File: src/rtl/alc_pkg.sv
package alc_pkg;
  localparam int GAIN_W = 8;
  localparam logic [GAIN_W-1:0] GAIN_MUTE  = 8'd0;
  localparam logic [GAIN_W-1:0] GAIN_MIN   = 8'd1;
  localparam logic [GAIN_W-1:0] GAIN_UNITY = 8'd145;
  localparam logic [GAIN_W-1:0] GAIN_TOP   = 8'd241;

  // control-to-datapath strobes
  typedef struct packed {
    logic              capture;
    logic [GAIN_W-1:0] gain;
  } alcStrobe_t;

  // 1.0 .. ~1.91 in Q15 (unsigned 16 bits), one entry per 0.375 dB inside an octave
  function automatic logic [15:0] stepMantissa(input logic [3:0] idx);
    case (idx)
      4'd0:  return 16'd32768;
      4'd1:  return 16'd34214;
      4'd2:  return 16'd35723;
      4'd3:  return 16'd37299;
      4'd4:  return 16'd38945;
      4'd5:  return 16'd40663;
      4'd6:  return 16'd42457;
      4'd7:  return 16'd44330;
      4'd8:  return 16'd46287;
      4'd9:  return 16'd48329;
      4'd10: return 16'd50461;
      4'd11: return 16'd52688;
      4'd12: return 16'd55012;
      4'd13: return 16'd57439;
      4'd14: return 16'd59973;
      default: return 16'd62619;
    endcase
  endfunction
endpackage

File: src/rtl/alc_datapath.sv
module alc_datapath
  import alc_pkg::*;
#(
  parameter int DATA_W   = 16,
  parameter int THR_BASE = 16384,
  parameter int THR_STEP = 4096
) (
  input  logic              clk,
  input  logic              rstN,
  input  alcStrobe_t        strb,
  input  logic [DATA_W-1:0] sampleIn,
  input  logic [1:0]        thrSel,
  output logic [DATA_W-1:0] sampleOut,
  output logic              outValid,
  output logic              overThr
);
  localparam int PROD_W = DATA_W + 17;
  localparam int MAG_W  = DATA_W + 1;
  localparam logic signed [PROD_W-1:0] POS_LIM = PROD_W'((64'sd1 <<< (DATA_W-1)) - 1);
  localparam logic signed [PROD_W-1:0] NEG_LIM = -POS_LIM - 1;

  logic [GAIN_W-1:0]        code;
  logic [GAIN_W-1:0]        codeIdx;
  logic [15:0]              mant;
  logic [4:0]               shAmt;
  logic signed [PROD_W-1:0] product;
  logic signed [PROD_W-1:0] shifted;
  logic [DATA_W-1:0]        scaled;
  logic [MAG_W-1:0]         mag;
  logic [MAG_W-1:0]         thr;

  always_comb begin
    code    = (strb.gain > GAIN_TOP) ? GAIN_TOP : strb.gain;
    codeIdx = code - GAIN_MIN;
    mant    = stepMantissa(codeIdx[3:0]);
    shAmt   = 5'd24 - {1'b0, codeIdx[7:4]};
    product = $signed(sampleIn) * $signed({1'b0, mant});
    shifted = product >>> shAmt;
    if (code == GAIN_MUTE)      scaled = '0;
    else if (shifted > POS_LIM) scaled = POS_LIM[DATA_W-1:0];
    else if (shifted < NEG_LIM) scaled = NEG_LIM[DATA_W-1:0];
    else                        scaled = shifted[DATA_W-1:0];
    mag     = scaled[DATA_W-1] ? (~{1'b1, scaled} + MAG_W'(1)) : {1'b0, scaled};
    thr     = MAG_W'(THR_BASE) + MAG_W'(THR_STEP) * MAG_W'(thrSel);
    overThr = mag > thr;
  end

  always_ff @(posedge clk) begin
    if (!rstN) begin
      sampleOut <= '0;
      outValid  <= 1'b0;
    end else begin
      outValid <= strb.capture;
      if (strb.capture) sampleOut <= scaled;
    end
  end
endmodule

File: src/rtl/alc_control.sv
module alc_control
  import alc_pkg::*;
#(
  parameter int WAIT_BASE = 4
) (
  input  logic              clk,
  input  logic              rstN,
  input  logic              sampleValid,
  input  logic              overThr,
  input  logic              alcEnable,
  input  logic [1:0]        waitSel,
  input  logic [1:0]        stepSel,
  input  logic [GAIN_W-1:0] refGain,
  input  logic [GAIN_W-1:0] manualGain,
  output alcStrobe_t        strb,
  output logic [GAIN_W-1:0] gainCode
);
  localparam int CNT_W = $clog2(WAIT_BASE * 8) + 1;

  logic [CNT_W-1:0]  waitCnt;
  logic [CNT_W-1:0]  waitLen;
  logic [GAIN_W:0]   stepSum;
  logic [GAIN_W-1:0] raised;
  logic [GAIN_W-1:0] gainReg;

  always_comb begin
    waitLen = CNT_W'(WAIT_BASE) << waitSel;
    stepSum = {1'b0, gainReg} + {{(GAIN_W-1){1'b0}}, stepSel} + (GAIN_W+1)'(1);
    raised  = (stepSum > {1'b0, refGain}) ? refGain : stepSum[GAIN_W-1:0];
  end

  always_ff @(posedge clk) begin
    if (!rstN) begin
      gainReg <= GAIN_UNITY;
      waitCnt <= '0;
    end else if (!alcEnable) begin
      gainReg <= manualGain;
      waitCnt <= '0;
    end else if (sampleValid) begin
      if (overThr) begin
        if (gainReg > GAIN_MIN) gainReg <= gainReg - GAIN_MIN;
        waitCnt <= '0;
      end else if (waitCnt == waitLen - CNT_W'(1)) begin
        waitCnt <= '0;
        if (gainReg < refGain) gainReg <= raised;
      end else begin
        waitCnt <= waitCnt + CNT_W'(1);
      end
    end
  end

  assign strb.capture = sampleValid;
  assign strb.gain    = gainReg;
  assign gainCode     = gainReg;
endmodule

File: src/rtl/alc_core.sv
module alc_core
  import alc_pkg::*;
#(
  parameter int DATA_W    = 16,
  parameter int WAIT_BASE = 4
) (
  input  logic              clk,
  input  logic              rstN,
  input  logic              sampleValid,
  input  logic [DATA_W-1:0] sampleIn,
  input  logic              alcEnable,
  input  logic [1:0]        thrSel,
  input  logic [1:0]        waitSel,
  input  logic [1:0]        stepSel,
  input  logic [7:0]        refGain,
  input  logic [7:0]        manualGain,
  output logic [DATA_W-1:0] sampleOut,
  output logic              outValid,
  output logic [7:0]        gainCode
);
  alcStrobe_t strb;
  logic       overThr;

  alc_control #(.WAIT_BASE(WAIT_BASE)) ctrl (
    .clk(clk), .rstN(rstN), .sampleValid(sampleValid), .overThr(overThr),
    .alcEnable(alcEnable), .waitSel(waitSel), .stepSel(stepSel),
    .refGain(refGain), .manualGain(manualGain), .strb(strb), .gainCode(gainCode)
  );

  alc_datapath #(.DATA_W(DATA_W)) dp (
    .clk(clk), .rstN(rstN), .strb(strb), .sampleIn(sampleIn), .thrSel(thrSel),
    .sampleOut(sampleOut), .outValid(outValid), .overThr(overThr)
  );
endmodule

File: config.mk
export PLATFORM = sky130hd
export DESIGN_NAME = alc_core
export DESIGN_NICKNAME = d
export VERILOG_FILES = /design/src/rtl/alc_pkg.sv /design/src/rtl/alc_datapath.sv /design/src/rtl/alc_control.sv /design/src/rtl/alc_core.sv
export SDC_FILE = /design/constraint.sdc
export NUM_CORES = 1
export LEC_CHECK = 0
export BUFFER_PORTS_ARGS = -buffer_cell sky130_fd_sc_hd__buf_4
export CORE_MARGIN = 1
export CORE_UTILIZATION = 60
export DETAILED_ROUTE_END_ITERATION = 8
export PLACE_DENSITY_LB_ADDON = 0.12
export SETUP_SLACK_MARGIN = 0.5
export SYNTH_ARGS = -nofsm -noshare
export SYNTH_HDL_FRONTEND = slang
export SYNTH_SLANG_ARGS = --single-unit
File: constraint.sdc
create_clock -name clk -period 27.3 [get_ports clk]
set_input_delay 4.095 -clock clk [delete_from_list [all_inputs] [get_ports clk]]
set_output_delay 4.095 -clock clk [all_outputs]
set_load 0.01 [all_outputs]
==> flow_summary.yaml <==
status:
  status: "complete, no violations"
die:
  die_area_um2: 26300
  core.rowCount: 58
  core-area_um2: 25200
  die_w_um: 162
  start_util: 0.611
  die_h_um: 162
  num_io_pins: 67
logic_synthesis:
  synthDistinctLibCells: 86
  yosysMostFrequentCell: "inv_1"
  yosysTopAreaCell: "fa_1"
  synth.top_cells.by_area: "fa_1 (26%), ha_1 (12%), inv_1 (7.0%), nand2_1 (5.8%), and2_1 (4.6%)"
  syn_area_um2: 15400
  syn-mean-instance-area_um2: 7.64
  synth-edff-count: 0
  synth_warnings: 0
  async_reset_ff_frac: 0
  yosys-top-cells-count: "inv_1 (288), nand2_1 (238), fa_1 (196), ha_1 (151), nor2_1 (148)"
  synth_top_cell_area_share: 0.255
  ys.flop_type: "dfxtp_1"
  ys_seq_area_frac: 0.0404
  ys_seq_elements: 31
  synthesis.instances: 2013
  syn-num-nets: 2402
worst_setup_path:
  cp_top_family: "compound AO/OA/AOI/OAI gates"
  path_class: "in2reg"
  crit_slowest_cell: "a211oi_1"
  r2r_start: "ctrl.gainCode[4]$_SDFFE_PN1P_"
  r2r_setup_slack_ns: 12.14
  required_ns: 27.46
  crit_path_frequent_cell: "fa_1"
  max_stage_delay_ns: 0.75
  r2r_end: "ctrl.gainCode[7]$_SDFFE_PN1P_"
  worstSetupEndpointType: "flop"
  arrival_ns: 15.88
  cp-start-kind: "input port"
  cp_num_buf_inv: 4
  reg2reg_depth: 43
  cp_max_fo: 19
route:
  drc: 0
  wl_um: 47200
  via_per_inst: 6.38
  ant_nets: 0
  drt-met1-wl_um: 20600
  met2WireLength_um: 20700
  wl_met3_um: 4810
  via_count: 14900
  top_layer_used: "met4"
  dr.pass1.iters: 6
  dr.first_iter.drc_count: 1854
  wl_per_cell_um: 20.3
timing:
  slew_headroom: 0.185
  worstMarginPinSlew_ns: 1.22
  skew_ns: 0.00638
  hold_viol_final: 0
  rsz0062_at_grt: "no"
  post-route-min-period_ns: 15.71
  setup_viol: 0
  fmax_mhz: 63.6
  fin_ws_ns: 11.59
  tns_ns: 0
  period_share: 0.576
  final_max_slew_viol_count: 0
cells_and_area:
  syn_to_final_growth_pct: 5.16
  nNetsFinal: 2384
  drive_gt1_frac: 0.0696
  diodes: 0
hold_path:
  min-delay-start: "dp.sampleOut[6]$_SDFFE_PN0P_"
  worstHoldEndpoint: "dp.sampleOut[6]$_SDFFE_PN0P_"
  hold_class: "reg2reg"
  min_path_cells: 2
clock_network:
  ctsHoldBuffers: 0
  cts_tree: "done"
  cts_sinks: 31
  htreeDepth: 2
  cts_buffer_depth: 2
  cts_buffers: 5
  post-cts-setup-buffer-count: 0
  cts_root_buf: "clkbuf_16"
  cts_resized: 0
  cts.reportedPaths.clkPinSlew_ns: 0.06
  clkLatencyLatePin_ns: 0.28
global_routing:
  antenna_found_initial: 0
  grt_pass1_wl_um: 76400
  grt_pass1_vias: 14400
  grt_max_degree: 48
  overflow: 0
  grt_usage: 0.366
placed_design:
  post-place-ws_ns: 11.46
  place_hpwl_um: 37900
  gp_congestion: 1.02
  placement.io_buffers: 66
flow_run:
  cap_violations: 0
[metal layers]
metal  track usage  vias to the layer above
li1              -                     6797
met1         0.525                     7154
met2         0.560                      807
met3        0.0776                       93
met4        0.0849                        0
met5             0                        -
[stage by stage]
step	hold slack, ns	utilization	std cells	cell area, um^2
2_1_floorplan	0.485	-	2013	15400
3_3_place_gp	0.449	0.636	2318	16000
3_5_place_dp	0.458	0.636	2318	16000
4_1_cts	0.465	0.642	2326	16200
5_1_grt	0.484	0.642	2326	16200
6_report	0.464	0.642	2326	16200
[layout by cell type (no fill, tap or decap), types with 8 or more instances in the layout]
master and n:
o2111ai_1 10, a21boi_0 9, o21a_1 24, nand3_1 38, nand2b_1 23, dfxtp_1 31
o21ai_0 73, o22ai_1 14, nor2b_1 10, a21o_1 16, a211oi_1 28, xor2_1 16
xnor2_1 19, nor2_1 148, and2_1 114, nor3_1 39, a21oi_1 103, fa_1 196
a22oi_1 8, buf_4 84, inv_1 288, nor4_1 10, nor3b_1 8, o211ai_1 26
nand4_1 27, mux4_2 9, o221ai_1 14, and3_1 19, or3_1 11, nand2_1 238
a31oi_1 10, mux2i_1 25, ha_1 151
[worst register-to-register path, delay by kind of cell, from the launching register on]
family | cells | cell delay [ns]
compound gates | 15 | 5.57
fa+ha+maj | 9 | 4.15
simple gates | 12 | 3.49
flops | 1 | 0.78
mux | 2 | 0.57
xor+xnor | 2 | 0.33
buf+inv | 3 | 0.16
[area by class of cell]
type	count	area, um^2
clock inverter	3	20.0
clock buffer	5	125
multi-input combinational	1583	13300
timing repair buffer	84	631
fill	2250	9010
inverter	290	1090
tap	330	413
sequential	31	621
[cells by family after synthesis]
| group | share of synthesized area |
|---|---|
| multiplexers | 0.0346 |
| buffers and inverters | 0.0998 |
| XOR/XNOR | 0.0216 |
| AO/OA/AOI/OAI | 0.197 |
| adder cells (fa/ha/maj) | 0.378 |
| flip-flops | 0.0404 |
| AND/OR/NAND/NOR | 0.228 |
[registers in the layout (all words and copies together), names as in the netlist]
register       flops
dp.outValid        1
ctrl.gainCode      8
dp.sampleOut      16
ctrl.waitCnt       6
[worst max path at each step]
stage | start | endpoint | slack [ns] | cells past startpoint
after detailed placement | sampleIn[13] | ctrl.gainCode[7]$_SDFFE_PN1P_ | 11.46 | 36
after CTS | sampleIn[13] | ctrl.gainCode[7]$_SDFFE_PN1P_ | 11.74 | 36
after global placement | sampleIn[13] | ctrl.gainCode[7]$_SDFFE_PN1P_ | 11.61 | 37
final | sampleIn[13] | ctrl.gainCode[7]$_SDFFE_PN1P_ | 11.59 | 36
after floorplan | sampleIn[15] | ctrl.gainCode[7]$_SDFFE_PN1P_ | 13.20 | 43
after global routing | sampleIn[13] | ctrl.gainCode[7]$_SDFFE_PN1P_ | 10.84 | 36
Power is left out: the tool's default activity adds up to more than one toggle a clock period on the data nets, which glitch-free logic cannot reach.
